## src/rtl/wdg_pkg.sv

```systemverilog
package wdg_pkg;

  typedef enum logic {
    PH_RUN  = 1'b0,
    PH_HOLD = 1'b1
  } phase_e;

  localparam logic [1:0] SEL_OFF = 2'b11;

  // Window length in ticks for a select code; 0 means disabled.
  function automatic int unsigned period_ticks(input logic [1:0] sel,
                                               input int unsigned t_long,
                                               input int unsigned t_mid,
                                               input int unsigned t_short);
    case (sel)
      2'b00:   return t_long;
      2'b01:   return t_mid;
      2'b10:   return t_short;
      default: return 0;
    endcase
  endfunction

  function automatic int unsigned max2(input int unsigned a, input int unsigned b);
    return (a > b) ? a : b;
  endfunction

  function automatic int unsigned max4(input int unsigned a, input int unsigned b,
                                       input int unsigned c, input int unsigned d);
    return max2(max2(a, b), max2(c, d));
  endfunction

endpackage

```

## src/rtl/wdg_tick_gen.sv

```systemverilog
module wdg_tick_gen #(
  parameter int unsigned PRESCALE = 4
) (
  input  logic clk,
  input  logic por_n,
  input  logic clr,
  output logic tick
);
  localparam int unsigned PW = (PRESCALE > 1) ? $clog2(PRESCALE) : 1;
  localparam logic [PW-1:0] LAST = PW'(PRESCALE - 1);

  logic [PW-1:0] pcnt;

  assign tick = (pcnt == LAST);

  always_ff @(posedge clk or negedge por_n) begin
    if (!por_n)            pcnt <= '0;
    else if (clr || tick)  pcnt <= '0;
    else                   pcnt <= pcnt + 1'b1;
  end

  generate
    if (PRESCALE > 1) begin : g_gap
      // Ticks are never back to back when the prescaler divides.
      p_tick_gap_r2: assert property (@(posedge clk) disable iff (!por_n)
        tick |=> !tick);
    end
  endgenerate

endmodule

```

## src/rtl/wdg_interval.sv

```systemverilog
module wdg_interval #(
  parameter int unsigned W = 4
) (
  input  logic         clk,
  input  logic         por_n,
  input  logic         tick,
  input  logic         clr,
  input  logic [W-1:0] limit,
  output logic         done
);
  logic [W-1:0] cnt;

  assign done = tick && (limit != '0) && (cnt == limit - W'(1));

  always_ff @(posedge clk or negedge por_n) begin
    if (!por_n)           cnt <= '0;
    else if (clr || done) cnt <= '0;
    else if (tick)        cnt <= cnt + 1'b1;
  end

  // The tick count stays inside the active window.
  p_no_overflow_r2: assert property (@(posedge clk) disable iff (!por_n)
    (!clr && limit != '0) |-> (cnt < limit));

endmodule

```

## src/rtl/wdg_cause_flag.sv

```systemverilog
module wdg_cause_flag (
  input  logic clk,
  input  logic por_n,
  input  logic set_i,
  input  logic clr_i,
  output logic flag
);
  always_ff @(posedge clk or negedge por_n) begin
    if (!por_n)     flag <= 1'b0;
    else if (set_i) flag <= 1'b1;
    else if (clr_i) flag <= 1'b0;
  end

  p_flag_set_r8: assert property (@(posedge clk) disable iff (!por_n)
    set_i |=> flag);
  p_flag_clr_r8: assert property (@(posedge clk) disable iff (!por_n)
    (clr_i && !set_i) |=> !flag);
  p_flag_hold_r9: assert property (@(posedge clk) disable iff (!por_n)
    (!set_i && !clr_i) |=> $stable(flag));

endmodule

```

## src/rtl/wdg_supervisor.sv

```systemverilog
module wdg_supervisor #(
  parameter int unsigned PRESCALE  = 4,
  parameter int unsigned T_LONG    = 14,
  parameter int unsigned T_MID     = 6,
  parameter int unsigned T_SHORT   = 2,
  parameter int unsigned RST_TICKS = 3
) (
  input  logic       clk,
  input  logic       por_n,
  input  logic       kick,
  input  logic [1:0] wd_sel,
  input  logic       flag_set,
  input  logic       flag_clr,
  output logic       rst_out,
  output logic       cause_flag
);
  import wdg_pkg::*;

  localparam int unsigned MAXT = max4(T_LONG, T_MID, T_SHORT, RST_TICKS);
  localparam int unsigned TW   = $clog2(MAXT + 1);

  phase_e        phase;
  logic [1:0]    sel_q;
  logic          tick;
  logic          done;
  logic [TW-1:0] limit;

  // Named internal events
  logic sel_chg;
  logic wd_off;
  logic run_restart;
  logic expire;
  logic pulse_end;
  logic cnt_clr;

  assign sel_chg     = (wd_sel != sel_q);
  assign wd_off      = (wd_sel == SEL_OFF);
  assign run_restart = (phase == PH_RUN) && (kick || sel_chg || wd_off);
  assign expire      = (phase == PH_RUN) && done && !kick && !sel_chg;
  assign pulse_end   = (phase == PH_HOLD) && done;
  assign cnt_clr     = run_restart || expire || pulse_end;

  assign limit = (phase == PH_HOLD) ? TW'(RST_TICKS)
                                    : TW'(period_ticks(wd_sel, T_LONG, T_MID, T_SHORT));

  always_ff @(posedge clk or negedge por_n) begin
    if (!por_n) sel_q <= SEL_OFF;
    else        sel_q <= wd_sel;
  end

  always_ff @(posedge clk or negedge por_n) begin
    if (!por_n)         phase <= PH_RUN;
    else if (expire)    phase <= PH_HOLD;
    else if (pulse_end) phase <= PH_RUN;
  end

  assign rst_out = (phase == PH_HOLD);

  wdg_tick_gen #(.PRESCALE(PRESCALE)) u_tick (
    .clk  (clk),
    .por_n(por_n),
    .clr  (cnt_clr),
    .tick (tick)
  );

  wdg_interval #(.W(TW)) u_ivl (
    .clk  (clk),
    .por_n(por_n),
    .tick (tick),
    .clr  (cnt_clr),
    .limit(limit),
    .done (done)
  );

  wdg_cause_flag u_flag (
    .clk  (clk),
    .por_n(por_n),
    .set_i(flag_set),
    .clr_i(flag_clr),
    .flag (cause_flag)
  );

  p_expire_raises_rst_r2: assert property (@(posedge clk) disable iff (!por_n)
    expire |=> rst_out);
  p_off_no_expire_r3: assert property (@(posedge clk) disable iff (!por_n)
    wd_off |-> !expire);
  p_kick_blocks_expire_r4: assert property (@(posedge clk) disable iff (!por_n)
    (kick && !rst_out) |=> !rst_out);
  p_pulse_holds_r6: assert property (@(posedge clk) disable iff (!por_n)
    (rst_out && !pulse_end) |=> rst_out);
  p_pulse_ends_r7: assert property (@(posedge clk) disable iff (!por_n)
    pulse_end |=> !rst_out);
  p_rst_keeps_flag_r9: assert property (@(posedge clk) disable iff (!por_n)
    ($rose(rst_out) && !$past(flag_set) && !$past(flag_clr)) |-> $stable(cause_flag));

endmodule

```

## config.mk

```make
export PLATFORM = sky130hd
export DESIGN_NAME = wdg_supervisor
export DESIGN_NICKNAME = d
export VERILOG_FILES = /design/src/rtl/wdg_pkg.sv /design/src/rtl/wdg_tick_gen.sv /design/src/rtl/wdg_interval.sv /design/src/rtl/wdg_cause_flag.sv /design/src/rtl/wdg_supervisor.sv
export SDC_FILE = /design/constraint.sdc
export NUM_CORES = 1
export LEC_CHECK = 0
export BUFFER_PORTS_ARGS = -buffer_cell sky130_fd_sc_hd__buf_2
export CELL_PAD_IN_SITES_DETAIL_PLACEMENT = 1
export CELL_PAD_IN_SITES_GLOBAL_PLACEMENT = 2
export CORE_UTILIZATION = 35
export CTS_BUF_LIST = sky130_fd_sc_hd__clkbuf_8
export DETAILED_ROUTE_END_ITERATION = 7
export PLACE_DENSITY_LB_ADDON = 0.08
export SLEW_MARGIN = 20
export SYNTH_ARGS = -nofsm -noshare
export SYNTH_HDL_FRONTEND = slang
export SYNTH_SLANG_ARGS = --single-unit
```

## constraint.sdc

```tcl
create_clock -name clk -period 1.7 [get_ports clk]
set_input_delay 0.17 -clock clk [delete_from_list [all_inputs] [get_ports clk]]
set_output_delay 0.17 -clock clk [all_outputs]
set_load 0.01 [all_outputs]
```

==> results of run 1 <==
-- report_power, final --
group / total [mW] / switching, mW / internal [mW] / leakage (nW)
sequential: 0.249 / 0.00329 / 0.246 / 0.129
clock: 0.295 / 0.0913 / 0.203 / 0.0288
combinational: 0.0370 / 0.0208 / 0.0162 / 0.123
-- metal layers --
| layer | up-vias | track usage |
|---|---|---|
| li1 | 198 | - |
| met1 | 198 | 0.250 |
| met2 | 8 | 0.278 |
| met3 | 5 | 0.0500 |
| met4 | 0 | 0.125 |
| met5 | - | 0 |
-- cells in the mapped netlist, types with 2 or more instances --
| cell type | instances | area share |
|---|---|---|
| a211oi_1 | 4 | 0.058 |
| dfrtp_1 | 8 | 0.39 |
| dfstp_2 | 2 | 0.10 |
| ha_1 | 2 | 0.048 |
| inv_1 | 2 | 0.015 |
| nand2_1 | 3 | 0.022 |
| nor2_1 | 3 | 0.022 |
| o21ai_0 | 2 | 0.019 |
| xor2_1 | 4 | 0.068 |
-- kinds of logic after synthesis --
family	count (synthesis)
AO/OA/AOI/OAI	11
flip-flops	10
buffers and inverters	3
XOR/XNOR	5
adder cells (fa/ha/maj)	2
multiplexers	2
AND/OR/NAND/NOR	13
-- repair_timing --
action / CTS / global route
gates resized for setup: 0 / 0
endpoints found under the hold margin: 8 / 0
hold buffers: 1 / 0
-- worst max-delay path by stage --
stage                     depth (start not counted)            from  slack, ns      end
final                                             4        sel_q[0]       0.18  rst_out
after global routing                              3         rst_out       0.11  rst_out
after CTS                                         4        sel_q[0]       0.18  rst_out
after detailed placement                          4        sel_q[0]       0.19  rst_out
after global placement                            4        sel_q[0]       0.25  rst_out
after floorplan                                   4  u_tick.pcnt[0]       0.27  rst_out
-- registers in the layout (all words and copies together), names as in the netlist --
name and count:
u_tick.pcnt 2, rst_out 1, u_ivl.cnt 4, u_flag.flag 1
sel_q 2
-- worst reg2reg max path: stages (launching register included) --
cell and delay [ns]:
dfstp_2 0.53, xor2_1 0.08, or4_4 0.49, a211oi_2 0.21
mux2_1 0.15
-- area by class of cell --
cell class	count	area [um^2]
Fill cell	166	689
Sequential cell	10	253
Multi-Input combinational cell	33	253
Inverter	2	7.51
Clock buffer	4	55.1
Tap cell	15	18.8
Timing Repair Buffer	10	57.6
==> metrics.log, run 1 <==
[metrics] final hold vios: 0
[metrics] worst hold-check path type: in2reg
[metrics] fin nets: 69
[metrics] achievable frequency: about 660 MHz
[metrics] CTS tree: built
[metrics] pin count of the biggest net entering global routing: 11
[metrics] launch instance of the worst min-delay path: wd_sel[0]
[metrics] multiplexer area fraction after synthesis: 0.0412
[metrics] end point of the worst hold path: sel_q[0]
[metrics] ordered cell list for the critical path: xor2_1, or4_4, a211oi_2, mux2_1
[metrics] area grow syn2layout: 24.7%
[metrics] die width: 40.4 um
[metrics] post-placement setup slack: 0.195 ns
[metrics] Critical Path Max Stage Delay: 0.53 ns
[metrics] Critical Path End Type: flip-flop
[metrics] reg2reg setup slack: between 0.15 and 0.2 ns
[metrics] All-Layer GR Usage: 0.192
[metrics] Worst Slack Setup Final: 0.183 ns
[metrics] first-pass iteration count of the detailed router: 4
[metrics] Crit path required time: 1.87 ns
[metrics] fraction of the mapped netlist area in simple logic gates: 0.155
[metrics] top layer used by detailed routing: met4
[metrics] compound-cell area share of the yosys netlist: 0.160
[metrics] Power Density: approximately 900 nW/um^2
[metrics] Antenna Violating Nets Remaining: 0
[metrics] number of buffers created by CTS: 3
[metrics] total of max-cap violations: 0
[metrics] setup_tns: 0 ns
[metrics] Total Die Area: 1630 um^2
[metrics] setup skew after layout: 0.00117 ns
[metrics] commonest cells after routing, fill and taps aside: buf_2 (8), dfrtp_1 (8), xor2_1 (4), a211oi_1 (4), clkbuf_8 (4)
[metrics] slowest CP cell: dfstp_2
[metrics] root buf cell: clkbuf_8
[metrics] Post-Syn Instances: 46
[metrics] startpoint of the lowest-slack register-to-register path: sel_q[0]
[metrics] RSZ-0062 raised after global routing: false
[metrics] Period minus WS final: 1.52 ns
[metrics] area of the core: about 1300 um^2
[metrics] DRC violations left: 0
[metrics] final setup vio count: 0
[metrics] CP Max Fanout: 2
[metrics] critical register-to-register path endpoint: rst_out
[metrics] Pwr Total: a little under 600 uW
[metrics] routed length on met1: 532 um
[metrics] Antenna Cells: 0
[metrics] Starting Density: 0.387
[metrics] final clock period utilization by the worst path: 0.893
[metrics] DRC violation total after the first TritonRoute iteration: 2
[metrics] total grt overflow: 0
[metrics] Placer Congestion: 0.667
[metrics] Least-Margin Pin Slew: roughly 0.42 ns
[metrics] layout cell share with drive strength beyond 1: 0.305
[metrics] deepest level of the CTS H-tree: 1
[metrics] via total after detailed routing: 409
[metrics] Hold Path Stages: 1
[metrics] postcts setup bufs: 0
[metrics] synthesized-area fraction occupied by adder cells: 0.0484
[metrics] latest clock arrival within the worst-skew pair: 0.23 ns
[metrics] Layout Cell Area excl Fill: 644 um^2
[metrics] Buf/Inv on CP: 0
[metrics] via density per instance: 5.53
[metrics] crit-path leading delay family: flip-flops
[metrics] CP Launch Type: flip-flop
[metrics] critical path type: reg2reg
[metrics] Yosys warnings: 0
[metrics] r2r worst-path depth: 4
[metrics] number of synthesized flops with an enable pin: 0
[metrics] number of clock sinks seen by CTS: 10
[metrics] arrival time of the worst setup path: about 1.7 ns
[metrics] Synth Register Bits: 10
[metrics] maximum vdd ir drop: ~0.00057 V
[metrics] outcome: finished, final reports clean
[metrics] combinational family with the most area after synthesis: compound AO/OA/AOI/OAI gates
[metrics] proportion of register bits with asynchronous set or reset after synthesis: 1.00
[metrics] number of top-level design ports: 9
[metrics] Synth Net Count: 55
[metrics] first-pass GRT wire length: 1960 um
[metrics] Die H: 40.4 um
[metrics] Cell Count, Final, Fillers Out: 74
[metrics] number of placement rows: 13
[metrics] post-detailed-routing wire length: 1150 um
[metrics] fin util: 0.483
[metrics] part of the Yosys area used for sequential elements: 0.489
[metrics] average size of a mapped cell: around 11 um^2
[metrics] post-synthesis instance area: 517 um^2
[metrics] Max Transition Viols Final: 0
[metrics] leakage power figure: about 0.28 nW
[metrics] vias in the first global route: 416
[metrics] xor-xnor portion of the synthesized cell area: 0.0847
[metrics] clock-pin slew on the worst setup and hold paths: 0.05 ns
[metrics] total instance count after detailed placement: 69
[metrics] top_reg_cell synth: dfrtp_1
[metrics] antenna violations before repair: 0
[metrics] number of buffer cells added on primary ports: 8
[metrics] routed wire length on met3: 40 um
[metrics] cell area after placement: 579 um^2
[metrics] count of unique library cells instantiated by Yosys: 25
[metrics] remaining max-slew budget at the tightest pin: 0.717
[metrics] wire length on met2: 557 um
[metrics] average wire per standard cell: between 15 and 20 um
[metrics] Detail Placement HPWL: ~880 um
[metrics] clk buf depth: 2
[metrics] WHS: 0.0852 ns
No activity file was read; power rests on OpenSTA's default activity.
==> inputs of run 2 (changes only) <==
--- a/config.mk
+++ b/config.mk
@@ -8,11 +8,12 @@
 export BUFFER_PORTS_ARGS = -buffer_cell sky130_fd_sc_hd__buf_2
 export CELL_PAD_IN_SITES_DETAIL_PLACEMENT = 1
 export CELL_PAD_IN_SITES_GLOBAL_PLACEMENT = 2
-export CORE_UTILIZATION = 35
+export CORE_UTILIZATION = 37
 export CTS_BUF_LIST = sky130_fd_sc_hd__clkbuf_8
 export DETAILED_ROUTE_END_ITERATION = 7
 export PLACE_DENSITY_LB_ADDON = 0.08
 export SLEW_MARGIN = 20
 export SYNTH_ARGS = -nofsm -noshare
 export SYNTH_HDL_FRONTEND = slang
+export SYNTH_HIERARCHICAL = 1
 export SYNTH_SLANG_ARGS = --single-unit
==> metrics.log, run 2 <==
[metrics] first-pass GRT wire length: 2700 um (+38%)
[metrics] Cell Count, Final, Fillers Out: 95 (+28%)
[metrics] number of placement rows: 13 (unchanged)
[metrics] area grow syn2layout: 65.7%
[metrics] leakage power figure: 0.418 nW (+49%)
[metrics] cell area after placement: 787 um^2 (+36%)
[metrics] Yosys warnings: 6 (+6)
[metrics] final clock period utilization by the worst path: 1.24 (+0.349)
[metrics] top_reg_cell synth: dfrtp_1
[metrics] deepest level of the CTS H-tree: 1 (unchanged)
[metrics] Least-Margin Pin Slew: 0.275 ns (-0.148 ns)
[metrics] share of Yosys cell area claimed by the top area cell type: 0.348 (-0.0396)
[metrics] P_int: 455 uW (-2.2%)
[metrics] Sw Ratio: 0.240 (+0.0414)
[metrics] sequential power share: 0.417 (-0.012)
[metrics] failing checks: setup timing
[metrics] setup skew after layout: 0.00865 ns (+0.00748 ns)
[metrics] Max Transition Viols Final: 0 (unchanged)
[metrics] leading registers by flop count: u_ivl/cnt (4), sel_q (2), u_tick/pcnt (2)
[metrics] average wire per standard cell: 18.7 um (+20%)
[metrics] Period minus WS final: 2.11 ns (+0.594 ns)
[metrics] maximum vdd ir drop: 0.000463 V (-19%)
[metrics] critical path type: reg2reg
[metrics] Antenna Violating Nets Remaining: 0 (unchanged)
[metrics] Layout Cell Area excl Fill: 953 um^2 (+48%)
[metrics] All-Layer GR Usage: 0.212 (+0.0195)
[metrics] Crit path required time: 1.81 ns (-0.06 ns)
[metrics] fin nets: 91 (+32%)
[metrics] outcome: finished with violations
[metrics] Worst Slack Setup Final: -0.411 ns (-0.594 ns)
[metrics] Placer Congestion: 0.799 (+20%)
[metrics] post-synthesis instance area: 576 um^2 (+11%)
[metrics] leading cell type in the layout, fill and taps excluded: buf_4
[metrics] DRC violations left: 0 (unchanged)
[metrics] layout cell share with drive strength beyond 1: 0.613 (+0.307)
[metrics] fraction of power consumed by the clock network: 0.408 (-0.099)
[metrics] area of the core: 1370 um^2 (+2.4%)
[metrics] Post-Syn Instances: 49 (+6.5%)
[metrics] DRC violation total after the first TritonRoute iteration: 3 (+1)
[metrics] achievable frequency: 474 MHz (-28%)
[metrics] vias in the first global route: 587 (+41%)
[metrics] die width: 41.4 um (+2.5%)
[metrics] Largest register FFs: 4 (unchanged)
[metrics] Critical Path Max Stage Delay: 0.43 ns (-0.10 ns)
[metrics] via total after detailed routing: 501 (+22%)
[metrics] root buf cell: clkbuf_8
[metrics] Total Die Area: 1720 um^2 (+5.1%)
[metrics] average size of a mapped cell: 11.7 um^2 (+4.6%)
[metrics] Detail Placement HPWL: 1100 um (+24%)
[metrics] total of max-cap violations: 0 (unchanged)
[metrics] Synth Net Count: 59 (+7.3%)
[metrics] count of unique library cells instantiated by Yosys: 22 (-12%)
[metrics] net switching power of the design: 144 uW (+25%)
[metrics] Antenna Cells: 0 (unchanged)
[metrics] part of the Yosys area used for sequential elements: 0.439 (-0.0500)
[metrics] antenna violations before repair: 0 (unchanged)
[metrics] final setup vio count: 7 (+7)
[metrics] cell taking the most area after synthesis: dfrtp_1
[metrics] CP Max Fanout: 6 (+4)
[metrics] Critical Path End Type: flip-flop
[metrics] RSZ-0062 raised after global routing: true
[metrics] proportion of register bits with asynchronous set or reset after synthesis: 1.00 (unchanged)
[metrics] WHS: 0.108 ns (+0.0223 ns)
[metrics] number of clock sinks seen by CTS: 10 (unchanged)
[metrics] commonest cells after routing, fill and taps aside: buf_4 (15), buf_2 (8), dfrtp_1 (7)
[metrics] number of synthesized flops with an enable pin: 0 (unchanged)
[metrics] clk buf depth: 2 (unchanged)
[metrics] number of top-level design ports: 9 (unchanged)
[metrics] share of power burned in combinational logic: 0.175 (+0.111)
[metrics] number of buffer cells added on primary ports: 8 (unchanged)
[metrics] Pwr Total: 599 uW (+3.1%)
[metrics] remaining max-slew budget at the tightest pin: 0.815 (+0.0988)
[metrics] worst hold-check path type: in2reg
[metrics] total instance count after detailed placement: 86 (+25%)
[metrics] CP Launch Type: flip-flop
[metrics] clock-pin slew on the worst setup and hold paths: 0.05 ns (about the same)
[metrics] arrival time of the worst setup path: 2.22 ns (+0.53 ns)
[metrics] via density per instance: 5.27 (-4.6%)
[metrics] ordered cell list for the critical path: nand3b_1, inv_2, ha_4, xnor2_4, nor4b_4, and3_4, nor2b_4, a41oi_2, buf_6, a311oi_2
[metrics] total grt overflow: 0 (unchanged)
[metrics] register name with the most flops: u_ivl/cnt
[metrics] cell types occupying the most area after synthesis: dfrtp_1 (35%), xnor2_1 (11%), dfstp_2 (9.1%)
[metrics] number of buffers created by CTS: 3 (unchanged)
[metrics] Power Density: 628 nW/um^2 (-30%)
[metrics] cell with the most instances after synthesis: dfrtp_1
[metrics] Post-synth top cells: dfrtp_1 (8), xnor2_1 (7), a311oi_1 (4), xor2_1 (4)
[metrics] post-detailed-routing wire length: 1770 um (+54%)
[metrics] first-pass iteration count of the detailed router: 4 (unchanged)
[metrics] final hold vios: 0 (unchanged)
[metrics] Starting Density: 0.421 (+0.0338)
[metrics] slowest CP cell: dfrtp_2
[metrics] Synth Register Bits: 10 (unchanged)
[metrics] CTS tree: built
[metrics] latest clock arrival within the worst-skew pair: 0.23 ns (about the same)
[metrics] pin count of the biggest net entering global routing: 11 (unchanged)
[metrics] Die H: 41.4 um (+2.5%)
run 2: cell families after synthesis:
logic type,synth area share
buf+inv,0.0196
simple gates,0.185
flops,0.439
compound gates,0.107
mux,0.0174
xor+xnor,0.167
fa+ha+maj,0.0652
run 2: area by class of cell:
class,instances,area [um^2]
clock buffers,3,41.3
clock inverters,1,3.75
fillers,135,413
inverters,3,11.3
multi-input cells,36,419
flip-flops and latches,10,254
well taps,15,18.8
repair buffers,27,205
run 2: repair_timing:
action / in CTS / in global routing
hold buffers: 1 / 0
pin swaps: 1 / 2
cloned: 0 / 0
endpoints found under the setup margin: 7 / 7
hold endpoints to repair: 8 / 0
gates resized for setup: 9 / 6
setup buffers: 3 / 2
run 2: critical path: cells and delay by family, from the launching register on:
kind | cells | cell delay [ns]
and+or+nand+nor | 4 | 0.74
DFF | 1 | 0.43
buffers and inverters | 2 | 0.26
AOI/OAI and AO/OA | 2 | 0.21
adders and majority gates | 1 | 0.21
xor gates and xnor gates | 1 | 0.13
run 2: power by group through the flow:
stage	registers [mW]	logic (mW)	clock network, mW
CTS	0.250	0.0965	0.251
detailed placement	0.253	0.0832	0
finish	0.250	0.105	0.244
global route	0.250	0.113	0.265
floorplan	0.253	0.0372	0
global placement	0.252	0.0767	0
run 2: path summary, 6_finish.rpt:
kind / start / endpoint / slack [ns] / cells past startpoint
setup / recovery: rst_out / u_ivl/cnt[0] / -0.41 / 10
hold / removal: wd_sel[1] / sel_q[1] / 0.11 / 1
setup reg to reg: rst_out / u_ivl/cnt[0] / -0.41 / 10
hold reg to reg: u_tick/pcnt[0] / u_tick/pcnt[0] / 0.47 / 1
max in group asynchronous: por_n / sel_q[0] / 1.11 / 2
min in group asynchronous: por_n / u_tick/pcnt[0] / 0.33 / 2
run 2: through the flow:
step	util	setup WS (ns)	setup TNS, ns
after global routing	0.698	-0.529	-3.57
after CTS	0.669	-0.431	-2.90
after global placement	0.576	-0.371	-2.38
after detailed placement	0.576	-0.500	-3.07
after floorplan	-	-0.461	-3.04
final	0.698	-0.411	-2.77
run 2: layer usage:
metal  routed length, um  GRT usage  vias to the layer above
li1                    -          -                      241
met1                 742      0.246                      247
met2                 960      0.372                       11
met3                  54     0.0696                        2
met4                  17     0.0516                        0
met5                   0          0                        -
==> inputs of run 3 (changes only) <==
--- a/config.mk
+++ b/config.mk
@@ -8,7 +8,7 @@
 export BUFFER_PORTS_ARGS = -buffer_cell sky130_fd_sc_hd__buf_2
 export CELL_PAD_IN_SITES_DETAIL_PLACEMENT = 1
 export CELL_PAD_IN_SITES_GLOBAL_PLACEMENT = 2
-export CORE_UTILIZATION = 37
+export CORE_UTILIZATION = 33
 export CTS_BUF_LIST = sky130_fd_sc_hd__clkbuf_8
 export DETAILED_ROUTE_END_ITERATION = 7
 export PLACE_DENSITY_LB_ADDON = 0.08
==> constraint.sdc (replaced) <==
create_clock -name clk -period 1.75 [get_ports clk]
set_input_delay 0.175 -clock clk [delete_from_list [all_inputs] [get_ports clk]]
set_output_delay 0.175 -clock clk [all_outputs]
set_load 0.01 [all_outputs]
==> metrics.log, run 3 (same netlist as run 2, synthesis figures left out) <==
[metrics] r2r worst-path depth: 10 (unchanged)
[metrics] Crit path required time: 1.85 ns (+0.04 ns)
[metrics] Max Transition Viols Final: 0 (unchanged)
[metrics] die width: 43.8 um (+5.6%)
[metrics] DRC violations left: 0 (unchanged)
[metrics] register name with the most flops: u_ivl/cnt
[metrics] post-detailed-routing wire length: 1520 um (-14%)
[metrics] outcome: finished with violations
[metrics] setup_tns: -2.35 ns (+0.422 ns)
[metrics] final clock period utilization by the worst path: 1.20 (-0.0403)
[metrics] via total after detailed routing: 494 (-1.4%)
[metrics] Antenna Violating Nets Remaining: 0 (unchanged)
[metrics] crit-path leading delay family: simple AND/OR/NAND/NOR gates
[metrics] ordered cell list for the critical path: nand3b_1, inv_2, ha_4, xnor2_4, nor4b_4, and3_4, nor2b_4, a41oi_2, buf_6, a311oi_2
[metrics] Placer Congestion: 0.787 (-1.5%)
[metrics] final hold vios: 0 (unchanged)
[metrics] total of max-cap violations: 0 (unchanged)
[metrics] slowest CP cell: dfrtp_2
[metrics] antenna violations before repair: 0 (unchanged)
[metrics] root buf cell: clkbuf_8
[metrics] maximum vdd ir drop: 0.000573 V (+24%)
[metrics] Detail Placement HPWL: 1140 um (+4.0%)
[metrics] via density per instance: 5.15 (-2.4%)
[metrics] Power Density: 607 nW/um^2 (-3.3%)
[metrics] fin nets: 91 (unchanged)
[metrics] vias in the first global route: 577 (-1.7%)
[metrics] Die H: 43.8 um (+5.6%)
[metrics] remaining max-slew budget at the tightest pin: 0.822 (+0.00662)
[metrics] Buf/Inv on CP: 2 (unchanged)
[metrics] Hold Path Stages: 2 (+1)
[metrics] reg2reg setup slack: -0.35 ns (+0.06 ns)
[metrics] CP Launch Type: flip-flop
[metrics] Largest register FFs: 4 (unchanged)
[metrics] Total Die Area: 1910 um^2 (+12%)
[metrics] number of buffers created by CTS: 3 (unchanged)
[metrics] leading registers by flop count: u_ivl/cnt (4), sel_q (2), u_tick/pcnt (2)
[metrics] worst hold-check path type: in2reg
[metrics] clk buf depth: 2 (unchanged)
[metrics] commonest cells after routing, fill and taps aside: buf_4 (16), buf_2 (8), dfrtp_1 (7)
[metrics] failing checks: setup timing
[metrics] arrival time of the worst setup path: 2.20 ns (-0.02 ns)
[metrics] number of buffer cells added on primary ports: 8 (unchanged)
[metrics] area of the core: 1560 um^2 (+14%)
[metrics] Critical Path Max Stage Delay: 0.42 ns (about the same)
[metrics] achievable frequency: 476 MHz (+0.40%)
[metrics] Period minus WS final: 2.10 ns (-0.00835 ns)
[metrics] leakage power figure: 0.417 nW (-0.34%)
[metrics] pin count of the biggest net entering global routing: 11 (unchanged)
[metrics] number of top-level design ports: 9 (unchanged)
[metrics] CTS tree: built
[metrics] leading cell type in the layout, fill and taps excluded: buf_4
[metrics] CP Max Fanout: 6 (unchanged)
[metrics] critical path type: reg2reg
[metrics] total grt overflow: 0 (unchanged)
[metrics] clock-pin slew on the worst setup and hold paths: 0.05 ns (about the same)
[metrics] first-pass GRT wire length: 2560 um (-5.4%)
[metrics] startpoint of the lowest-slack register-to-register path: rst_out
[metrics] final setup vio count: 7 (unchanged)
[metrics] latest clock arrival within the worst-skew pair: 0.23 ns (about the same)
[metrics] number of placement rows: 14 (+1)
[metrics] number of clock sinks seen by CTS: 10 (unchanged)
[metrics] post-placement setup slack: -0.489 ns (+0.0118 ns)
[metrics] Critical Path End Type: flip-flop
[metrics] DRC violation total after the first TritonRoute iteration: 2 (-1)
[metrics] Worst Slack Setup Final: -0.353 ns (+0.0583 ns)
[metrics] end point of the worst hold path: u_flag/flag
[metrics] critical register-to-register path endpoint: u_ivl/cnt[1]
[metrics] area grow syn2layout: 65.9%
[metrics] RSZ-0062 raised after global routing: true
[metrics] All-Layer GR Usage: 0.186 (-0.0255)
[metrics] Starting Density: 0.369 (-0.0521)
[metrics] layout cell share with drive strength beyond 1: 0.625 (+0.0125)
[metrics] setup skew after layout: 0.00393 ns (-0.00472 ns)
[metrics] Antenna Cells: 0 (unchanged)
[metrics] first-pass iteration count of the detailed router: 3 (-1)
[metrics] average wire per standard cell: 15.8 um (-15%)
[metrics] deepest level of the CTS H-tree: 1 (unchanged)
[metrics] launch instance of the worst min-delay path: flag_set
[metrics] Least-Margin Pin Slew: 0.265 ns (-0.00999 ns)
run 3: cell counts in the layout (fill, tap and decap cells not counted):
Identical to the previous run, type by type.
run 3: worst max path at each step:
stage	start	endpoint	cells past startpoint
6_report	rst_out	u_ivl/cnt[1]	10
3_3_place_gp	rst_out	u_ivl/cnt[3]	10
4_1_cts	rst_out	u_ivl/cnt[2]	10
3_5_place_dp	rst_out	u_ivl/cnt[2]	10
5_1_grt	rst_out	u_ivl/cnt[2]	10
2_1_floorplan	rst_out	u_ivl/cnt[0]	9
run 3: timing repair:
item / 4_1_cts / 5_1_grt
setup buffers: 3 / 1
pin swaps: 2 / 1
setup endpoints to repair: 7 / 7
hold endpoints to repair: 8 / 0
hold buffers: 1 / 0
resized for setup: 11 / 4
run 3: final cells by class:
| class | count | area [um^2] |
|---|---|---|
| tap | 16 | 20.0 |
| clock buffer | 3 | 41.3 |
| sequential | 10 | 254 |
| clock inverter | 1 | 3.75 |
| fill | 169 | 604 |
| inverter | 3 | 11.3 |
| timing repair buffer | 27 | 201 |
| multi-input combinational | 36 | 423 |
run 3: through the flow:
stage / instances / hold slack (ns) / power, mW / instance area (um^2) / utilization
after global placement: 88 / 0.0440 / 0.321 / 796 / 0.510
after CTS: 95 / 0.119 / 0.586 / 925 / 0.593
after global routing: 96 / 0.120 / 0.615 / 955 / 0.612
final: 96 / 0.121 / 0.580 / 955 / 0.612
after floorplan: 49 / -0.121 / 0.282 / 611 / -
after detailed placement: 88 / 0.0579 / 0.327 / 796 / 0.510
run 3: per-layer routing:
metal / wire (um) / share of wire / track usage / vias to the layer above
met1: 670 / 0.44 / 0.218 / 245
li1: - / - / - / 239
met5: 0 / 0 / 0 / -
met2: 793 / 0.52 / 0.328 / 8
met3: 44 / 0.029 / 0.0458 / 2
met4: 10 / 0.0066 / 0.0625 / 0
run 3: power by group:
group | total [mW] | internal [mW] | switching, mW
logic | 0.0990 | 0.0500 | 0.0490
registers | 0.242 | 0.239 | 0.00314
clock network | 0.239 | 0.153 | 0.0855
